<file path="src/rtl/lru_pkg.sv">
package lru_pkg;
  // Source of the victim index
  typedef enum logic {
    PICK_FREE = 1'b0,
    PICK_LRU  = 1'b1
  } pick_e;
endpackage

</file>
<file path="src/rtl/lru_matrix_row.sv">
// One row of the recency matrix: set on own access, clear one column on others.
module lru_matrix_row #(
  parameter int WAYS = 4,
  parameter int ROW  = 0
) (
  input  logic                      clk,
  input  logic                      rst_n,
  input  logic                      upd,
  input  logic [$clog2(WAYS)-1:0]   upd_way,
  output logic [WAYS-1:0]           row_q
);
  localparam int IDX_W = $clog2(WAYS);
  localparam logic [IDX_W-1:0] MY_IDX = IDX_W'(ROW);
  localparam logic [WAYS-1:0]  SELF   = WAYS'(1) << ROW;

  logic [WAYS-1:0] col_mask;
  assign col_mask = WAYS'(1) << upd_way;

  always_ff @(posedge clk or negedge rst_n) begin
    if (!rst_n) begin
      row_q <= '0;
    end else if (upd) begin
      if (upd_way == MY_IDX) begin
        row_q <= ~SELF;
      end else begin
        row_q <= row_q & ~col_mask;
      end
    end
  end
endmodule

</file>
<file path="src/rtl/lru_fill_track.sv">
// Remembers which ways have been touched since reset; finds the lowest free one.
module lru_fill_track #(
  parameter int WAYS = 4
) (
  input  logic                    clk,
  input  logic                    rst_n,
  input  logic                    upd,
  input  logic [$clog2(WAYS)-1:0] upd_way,
  output logic                    any_free,
  output logic [$clog2(WAYS)-1:0] free_idx
);
  localparam int IDX_W = $clog2(WAYS);

  logic [WAYS-1:0] filled_q;

  always_ff @(posedge clk or negedge rst_n) begin
    if (!rst_n) begin
      filled_q <= '0;
    end else if (upd) begin
      filled_q <= filled_q | (WAYS'(1) << upd_way);
    end
  end

  assign any_free = ~&filled_q;

  always_comb begin
    free_idx = '0;
    for (int i = WAYS - 1; i >= 0; i--) begin
      if (!filled_q[i]) free_idx = IDX_W'(i);
    end
  end
endmodule

</file>
<file path="src/rtl/lru_victim_pick.sv">
// Chooses the replacement way: free way first, otherwise lowest all-zero row.
module lru_victim_pick
  import lru_pkg::*;
#(
  parameter int WAYS = 4
) (
  input  logic [WAYS*WAYS-1:0]    rows,
  input  logic                    any_free,
  input  logic [$clog2(WAYS)-1:0] free_idx,
  output logic [$clog2(WAYS)-1:0] victim
);
  localparam int IDX_W = $clog2(WAYS);

  logic [WAYS-1:0]  row_zero;
  logic [IDX_W-1:0] lru_idx;
  pick_e            src;

  for (genvar g = 0; g < WAYS; g++) begin : g_zero
    assign row_zero[g] = ~|rows[g*WAYS +: WAYS];
  end

  always_comb begin
    lru_idx = '0;
    for (int i = WAYS - 1; i >= 0; i--) begin
      if (row_zero[i]) lru_idx = IDX_W'(i);
    end
  end

  assign src    = any_free ? PICK_FREE : PICK_LRU;
  assign victim = (src == PICK_FREE) ? free_idx : lru_idx;
endmodule

</file>
<file path="src/rtl/lru_matrix_tracker.sv">
module lru_matrix_tracker #(
  parameter int WAYS = 4
) (
  input  logic                    clk,
  input  logic                    rst_n,
  input  logic                    acc_valid,
  input  logic [$clog2(WAYS)-1:0] acc_way,
  output logic [$clog2(WAYS)-1:0] victim_way,
  output logic [WAYS*WAYS-1:0]    matrix_view
);
  localparam int IDX_W = $clog2(WAYS);

  logic [WAYS*WAYS-1:0] rows_flat;
  logic                 any_free;
  logic [IDX_W-1:0]     free_idx;

  for (genvar r = 0; r < WAYS; r++) begin : g_row
    lru_matrix_row #(.WAYS(WAYS), .ROW(r)) u_row (
      .clk     (clk),
      .rst_n   (rst_n),
      .upd     (acc_valid),
      .upd_way (acc_way),
      .row_q   (rows_flat[r*WAYS +: WAYS])
    );
  end

  lru_fill_track #(.WAYS(WAYS)) u_fill (
    .clk      (clk),
    .rst_n    (rst_n),
    .upd      (acc_valid),
    .upd_way  (acc_way),
    .any_free (any_free),
    .free_idx (free_idx)
  );

  lru_victim_pick #(.WAYS(WAYS)) u_pick (
    .rows     (rows_flat),
    .any_free (any_free),
    .free_idx (free_idx),
    .victim   (victim_way)
  );

  assign matrix_view = rows_flat;
endmodule

</file>
<file path="config.mk">
export PLATFORM = sky130hd
export DESIGN_NAME = lru_matrix_tracker
export DESIGN_NICKNAME = d
export VERILOG_FILES = /design/src/rtl/lru_pkg.sv /design/src/rtl/lru_matrix_row.sv /design/src/rtl/lru_fill_track.sv /design/src/rtl/lru_victim_pick.sv /design/src/rtl/lru_matrix_tracker.sv
export SDC_FILE = /design/constraint.sdc
export NUM_CORES = 1
export LEC_CHECK = 0
export ABC_AREA = 1
export BUFFER_PORTS_ARGS = -buffer_cell sky130_fd_sc_hd__buf_2
export CORE_MARGIN = 2
export CORE_UTILIZATION = 45
export CTS_CLUSTER_SIZE = 20
export DETAILED_ROUTE_END_ITERATION = 16
export PLACE_DENSITY = 0.7
export SLEW_MARGIN = 40
export SYNTH_ARGS = -nofsm -noshare
export SYNTH_HDL_FRONTEND = slang
export SYNTH_SLANG_ARGS = --single-unit
</file>
<file path="constraint.sdc">
create_clock -name clk -period 0.85 [get_ports clk]
set_input_delay 0.085 -clock clk [delete_from_list [all_inputs] [get_ports clk]]
set_output_delay 0.085 -clock clk [all_outputs]
set_load 0.1 [all_outputs]
</file>
==> flow_summary.json, run 1 <==
{
  "synth.top_cells.by_area": "dfrtp_1, nand2_1, nor2_1, inv_1, a21oi_1",
  "yosysTopAreaCell": "dfrtp_1",
  "ys.flop_type": "dfrtp_1",
  "synth_top_area_share_pct": 60.1,
  "postCtsHoldBufs": 1,
  "cts_root_buf": "clkbuf_4",
  "cts_num_sinks": 20,
  "ports_placed_on_the_boundary": 23,
  "synth_seq_area_share_pct": 60.1,
  "tool.error": "[ERROR DPL-0038] Utilization greater than 100%, impossible to legalize",
  "synthesis.yosys.warnings": 0,
  "cts_max_path_buffers": 2,
  "cts-resized-gates": 37,
  "initial_standard_cell_utilization_of_the_core_pct": 48.3,
  "syn_area_um2": 833,
  "setup_fix_bufs_post_cts": 7,
  "synth_commonest_cells": "nand2_1, nor2_1, dfrtp_1, inv_1",
  "stop_stage": "clock tree synthesis",
  "synth_async_reset_ratio_pct": 100,
  "rows": 15,
  "status": "aborted with a tool error",
  "hpwl_after_dpl_um": 1870,
  "htreeDepth": 1,
  "post_synth_num_cell_types": 13,
  "synth_nets": 106,
  "cts_buffers": 3,
  "synth_cells": 101,
  "port_buffers": 22,
  "die_width_um": 47.0,
  "post-synth-top-count-cell": "nand2_1",
  "flop_and_latch_count_out_of_synthesis": 20,
  "gp_congestion": 0.835,
  "synth_enable_flop_cells": 0,
  "die_h_um": 47.0,
  "synthesis.area_per_instance_um2": 8.25
}
-- cells by family after synthesis --
logic type             synth area share (%)
buffers and inverters                  8.56
flip-flops                             60.1
AND/OR/NAND/NOR                        26.9
AO/OA/AOI/OAI                          4.50
-- metrics by stage --
stage / cells / hold slack (ps) / setup slack, ps / TNS, ps / cell area (um2)
global placement: 175 / 47.6 / -347 / -789 / 1520
floorplan: 101 / -211 / -490 / -1330 / 908
detailed placement: 175 / 53.5 / -393 / -1060 / 1520
==> inputs of run 2 (changes only) <==
--- a/config.mk
+++ b/config.mk
@@ -7,11 +7,10 @@
 export LEC_CHECK = 0
 export ABC_AREA = 1
 export BUFFER_PORTS_ARGS = -buffer_cell sky130_fd_sc_hd__buf_2
-export CORE_MARGIN = 2
-export CORE_UTILIZATION = 45
-export CTS_CLUSTER_SIZE = 20
+export CORE_AREA = 2 2 63 65
 export DETAILED_ROUTE_END_ITERATION = 16
-export PLACE_DENSITY = 0.7
+export DIE_AREA = 0 0 65 67
+export PLACE_DENSITY_LB_ADDON = 0.15
 export SLEW_MARGIN = 40
 export SYNTH_ARGS = -nofsm -noshare
 export SYNTH_HDL_FRONTEND = slang
==> run 2 against run 1 <==
The flow now finishes, with violations (negative setup slack). Area after synthesis did not move. Synthesized cell count unchanged.
==> flow_summary.json, run 2 <==
{
  "status": "finished with violations",
  "violations_in_the_final_reports": "negative setup slack",
  "cts_buffers": 3,
  "ys.flop_type": "dfrtp_1",
  "ports_placed_on_the_boundary": 23,
  "hold_class": "primary input to flop",
  "crit_required_ps": 760,
  "maxSlewHeadroom_pct": 68.7,
  "clk_transition_reported_paths_ps": 80,
  "fin_skew_ps": 0,
  "layout_common_cells": "buf_6, nand2_1, buf_12",
  "cts_num_sinks": 20,
  "synth_cells": 101,
  "final_nets": 169,
  "rows": 22,
  "internal-power_w": 0.00214,
  "timing.critical_path.cells": "nor2_4, nand2_2, nand2_1, nand4_1, nand2_4, buf_12",
  "htreeDepth": 1,
  "synth_enable_flop_cells": 0,
  "nFillCells": 342,
  "grt_use_met3_pct": 2.70,
  "worst-endpoint-arrival_ps": 1390,
  "routed_wl_um": 2530,
  "antenna-diode-count": 0,
  "count_of_placed_standard_cells_including_taps": 199,
  "grt_max_degree": 21,
  "min_period_over_period_pct": 174,
  "syn_area_um2": 833,
  "grt.total_usage_pct": 12.9,
  "cts_root_buf": "clkbuf_8",
  "drt_iter0_markers": 35,
  "yosysTopAreaCell": "dfrtp_1",
  "max_cap_violations": 0,
  "synth_top_area_share_pct": 60.1,
  "avgRoutedWirePerCell_um": 12.0,
  "final.min_clock_period_ps": 1480,
  "via_per_inst": 4.07,
  "report.final.hold_viol_count": 0,
  "power_density_nw_per_um2": 1970,
  "gp_congestion": 0.751,
  "grt_first_pass_wirelength_um": 4170,
  "die_area_um2": 4360,
  "core_um2": 3610,
  "first_global_vias": 911,
  "synth_async_reset_ratio_pct": 100,
  "timing.final.max_slew_violations": 0,
  "synth.top_cells.by_area": "dfrtp_1, nand2_1, nor2_1, inv_1, a21oi_1",
  "port_buffers": 22,
  "power.ir.vdd_worst_mv": 0.912,
  "clkLatencyLatePin_ps": 260,
  "post_synth_num_cell_types": 13,
  "gr-usage-met2_pct": 22.0,
  "grt_antenna_before_repair": 0,
  "post-place-ws_ps": -348,
  "post_route_cells_drive_above_1_share_pct": 64.4,
  "ant_nets": 0,
  "criticalPathCategory": "flop to output port",
  "fmax_mhz": 677,
  "dr_total_vias": 859,
  "synth_nets": 106,
  "hpwl_after_dpl_um": 1700,
  "tritoncts": "done",
  "first_pass_drt_iterations": 4,
  "reg2reg_to": "g_row[3].u_row.row_q[0]",
  "sw_frac_of_total_pct": 40.5,
  "layout_stage_area_growth_over_the_synthesis_result_pct": 118,
  "synth_commonest_cells": "nand2_1, nor2_1, dfrtp_1, inv_1",
  "flop_and_latch_count_out_of_synthesis": 20,
  "worst_path_largest_cell_delay_ps": 490,
  "net_switching_power_w": 0.00145,
  "grt_setup_unrepaired": "true",
  "initial_standard_cell_utilization_of_the_core_pct": 23.1,
  "power.share.combinational_pct": 49.5,
  "r2r_setup_slack_ps": -160,
  "timing.critical_path.to": "victim_way[1]",
  "globalRoute.totalOverflow": 0,
  "final_standard_cell_count_with_taps_included_and_fillers_excluded": 211,
  "hold_ws_ps": 152,
  "cp_top_family": "flip-flops",
  "worst-slew-pin-transition_ps": 470,
  "timing.critical_path.from": "g_row[2].u_row.row_q[1]",
  "end_kind": "output port",
  "drc_errors": 0,
  "met1_layer_usage_reported_by_global_route_pct": 15.3,
  "setup-violations-final": 25,
  "worst-path-stages": 6,
  "leading_cell_type_in_the_layout_fill_and_taps_excluded": "buf_6",
  "cts_max_path_buffers": 2,
  "grt_most_used_layer": "met2",
  "synthesis.area_per_instance_um2": 8.25,
  "leakage_nw": 0.851,
  "sequentialPowerShare_pct": 32.5,
  "r2r-start": "g_row[3].u_row.row_q[0]",
  "power_frac_clock_pct": 18.0,
  "die_width_um": 65,
  "cp_slowest_cell": "dfrtp_4",
  "synth_seq_area_share_pct": 60.1,
  "critPathMaxFanout": 2,
  "min-delay-start": "acc_way[1]",
  "fin_total_pwr_w": 0.00359,
  "post-synth-top-count-cell": "nand2_1",
  "cp_launch_type": "flop",
  "die_h_um": 67,
  "final.setup.worst_slack_ps": -626,
  "synthesis.yosys.warnings": 0,
  "critical_path.n_buffers_inverters": 1,
  "r2r.worst_path.cells": 4
}
run 2: per-layer routing:
layer | up-vias | wire length [um]
li1 | 420 | -
met1 | 412 | 1110
met2 | 21 | 1250
met3 | 6 | 115
met4 | 0 | 56
met5 | - | 0
run 2: repair_timing:
item,CTS,global route
gates cloned,0,0
hold buffers,1,0
pin swaps,2,9
buffers inserted,4,15
gates resized for setup,21,31
endpoints found under the hold margin,20,0
endpoints found under the setup margin,25,31
run 2: final cells by class:
cell class / instances / area [um2] / area share, %
clock buffers: 4 / 45.0 / 2.48
well taps: 48 / 60.1 / 3.30
multi-input cells: 62 / 352 / 19.3
repair buffers: 58 / 728 / 40.0
flip-flops and latches: 20 / 561 / 30.8
inverters: 19 / 73.8 / 4.06
run 2: kinds of logic after synthesis:
family	count (synthesis)	share of synthesized area [%]
buffers and inverters	19	8.56
AOI/OAI and AO/OA	7	4.50
and+or+nand+nor	55	26.9
DFF	20	60.1
run 2: worst min-delay path by stage:
| stage | to | slack, ps | depth (start not counted) |
|---|---|---|---|
| floorplan | u_fill.filled_q[0] | -210 | 0 |
| global placement | g_row[2].u_row.row_q[1] | 60 | 1 |
| detailed placement | g_row[2].u_row.row_q[1] | 60 | 1 |
| CTS | g_row[1].u_row.row_q[1] | 140 | 3 |
| global route | g_row[1].u_row.row_q[1] | 170 | 3 |
| finish | g_row[1].u_row.row_q[1] | 150 | 3 |
run 2: power groups by stage:
| stage | Combinational (W) | Clock [W] | Sequential (W) |
|---|---|---|---|
| after floorplan | 0.000272 | 0 | 0.00175 |
| after global placement | 0.00157 | 0 | 0.00116 |
| after detailed placement | 0.00157 | 0 | 0.00116 |
| after CTS | 0.00167 | 0.000671 | 0.00115 |
| after global routing | 0.00186 | 0.000715 | 0.00118 |
| final | 0.00178 | 0.000646 | 0.00117 |
run 2: worst min-delay path: cells and delay by family:
family	cells	cell delay, ps
buffers and inverters	1	120
AND/OR/NAND/NOR	2	160
run 2: through the flow:
stage / util, % / setup TNS [ps] / area [um2]
after floorplan: - / -1330 / 908
after global placement: 43.2 / -875 / 1560
after detailed placement: 43.2 / -898 / 1560
after CTS: 47.6 / -5960 / 1720
after global routing: 50.5 / -7600 / 1820
final: 50.5 / -6700 / 1820
(Power assumes the default switching activity.)
==> inputs of run 3 (changes only) <==
--- a/config.mk
+++ b/config.mk
@@ -8,6 +8,7 @@
 export ABC_AREA = 1
 export BUFFER_PORTS_ARGS = -buffer_cell sky130_fd_sc_hd__buf_2
 export CORE_AREA = 2 2 63 65
+export CTS_BUF_LIST = sky130_fd_sc_hd__clkbuf_2
 export DETAILED_ROUTE_END_ITERATION = 16
 export DIE_AREA = 0 0 65 67
 export PLACE_DENSITY_LB_ADDON = 0.15
==> run 3 against run 2 <==
Final cell count shrank 0.47%. The run still ends with negative setup slack left. Register-to-register slack gained 40 ps. Die area stayed put. Clock skew did not move. Core utilization is 0.35 points lower. Count of clock-buffer cells in the layout unchanged. Sequential share of layout area grew 0.21 points. Cell area shrank 0.69%. Sequential power barely moved.
==> flow_summary.json, run 3 (same netlist as run 2, synthesis figures left out) <==
{
  "clkLatencyLatePin_ps": 310,
  "max_cap_violations": 0,
  "hpwl_after_dpl_um": 1700,
  "min_period_over_period_pct": 184,
  "grt_max_degree": 21,
  "post-place-ws_ps": -348,
  "routed_wl_um": 2330,
  "grt_first_pass_wirelength_um": 4070,
  "clk_transition_reported_paths_ps": 190,
  "fin_skew_ps": 0,
  "final.setup.worst_slack_ps": -712,
  "report.final.hold_viol_count": 0,
  "gp_congestion": 0.751,
  "drc_errors": 0,
  "power_density_nw_per_um2": 1850,
  "timing.final.max_slew_violations": 0,
  "cts_buffers": 3,
  "initial_standard_cell_utilization_of_the_core_pct": 23.1,
  "tritoncts": "done",
  "worst-endpoint-arrival_ps": 1480,
  "core_um2": 3610,
  "power.ir.vdd_worst_mv": 0.908,
  "final_core_util_pct": 50.1,
  "post_route_cells_drive_above_1_share_pct": 65.4,
  "worst-slew-pin-transition_ps": 458,
  "cts_num_sinks": 20,
  "die_area_um2": 4360,
  "maxSlewHeadroom_pct": 69.5,
  "status": "finished with violations",
  "avgRoutedWirePerCell_um": 11.1,
  "ports_placed_on_the_boundary": 23,
  "violations_in_the_final_reports": "negative setup slack",
  "nFillCells": 338,
  "placement.cell_area_um2": 1560,
  "grt_antenna_before_repair": 0,
  "cts_root_buf": "clkbuf_2",
  "critPathMaxFanout": 2,
  "setup-violations-final": 24,
  "crit_required_ps": 760,
  "leakage_nw": 0.845,
  "grt_setup_unrepaired": "true",
  "drt_iter0_markers": 32,
  "layout_common_cells": "buf_6, buf_12, nand2_1",
  "grt.total_usage_pct": 12.6,
  "rows": 22,
  "end_kind": "output port",
  "final.min_clock_period_ps": 1560,
  "die_width_um": 65,
  "postLayoutCellArea_um2": 1810,
  "port_buffers": 22,
  "criticalPathCategory": "flop to output port",
  "first_pass_drt_iterations": 4,
  "htreeDepth": 1,
  "globalRoute.totalOverflow": 0,
  "final_nets": 168,
  "cts_max_path_buffers": 2,
  "fin_total_pwr_w": 0.00335,
  "layout_stage_area_growth_over_the_synthesis_result_pct": 117,
  "die_h_um": 67,
  "hold_class": "primary input to flop",
  "first_global_vias": 884,
  "via_per_inst": 3.94,
  "antenna-diode-count": 0,
  "fmax_mhz": 640,
  "cp_launch_type": "flop",
  "leading_cell_type_in_the_layout_fill_and_taps_excluded": "buf_6",
  "ant_nets": 0,
  "dr_total_vias": 827
}
[run 3: final timing paths]
kind | startpoint | endpoint | slack, ps | cells after the start
worst max register to register | u_fill.filled_q[1] | u_fill.filled_q[1] | -120 | 3
worst max-delay path | g_row[2].u_row.row_q[1] | victim_way[1] | -710 | 6
worst min register to register | u_fill.filled_q[3] | u_fill.filled_q[3] | 530 | 1
min in group asynchronous | rst_n | g_row[2].u_row.row_q[1] | 220 | 2
max in group asynchronous | rst_n | g_row[0].u_row.row_q[3] | 270 | 2
worst min-delay path | acc_way[1] | g_row[1].u_row.row_q[1] | 80 | 3
[run 3: layer usage]
| layer | wire, um | GRT usage [%] |
|---|---|---|
| met5 | 0 | 0 |
| met2 | 1120 | 20.9 |
| met1 | 1110 | 15.6 |
| met4 | 12 | 5.59 |
| met3 | 97 | 3.04 |
[run 3: repair_timing]
action                                  CTS  global route
resized for setup                        22            36
endpoints found under the setup margin   25            31
hold buffers                              1             0
endpoints found under the hold margin    20             0
buffers inserted                          3            14
pin swaps                                 2             9
[run 3: where the power goes]
group / switching (W) / internal [W] / leakage (nW)
clock network: 0.000288 / 0.000125 / 0.0166
registers: 0.0000869 / 0.00108 / 0.210
logic: 0.00104 / 0.000722 / 0.618
[run 3: critical path: stages (launching register included)]
cell and delay, ps:
dfrtp_4 530, nor2_4 110, nand2_2 70, nand2_1 60, nand4_1 120, nand2_4 110, buf_12 170
[run 3: cell type report]
type	count	area, um2	share of cell area (%)
clock buffer	4	20.0	1.11
inverter	19	73.8	4.09
multi-input combinational	62	357	19.7
sequential	20	561	31.0
tap	48	60.1	3.32
timing repair buffer	57	736	40.7
[run 3: stage by stage]
step,std cells,setup TNS (ps),hold slack (ps)
6_report,210,-7960,78.1
3_3_place_gp,199,-875,63.6
2_1_floorplan,101,-1330,-211
3_5_place_dp,199,-898,59.9
5_1_grt,210,-9680,62.5
4_1_cts,207,-7980,51.4
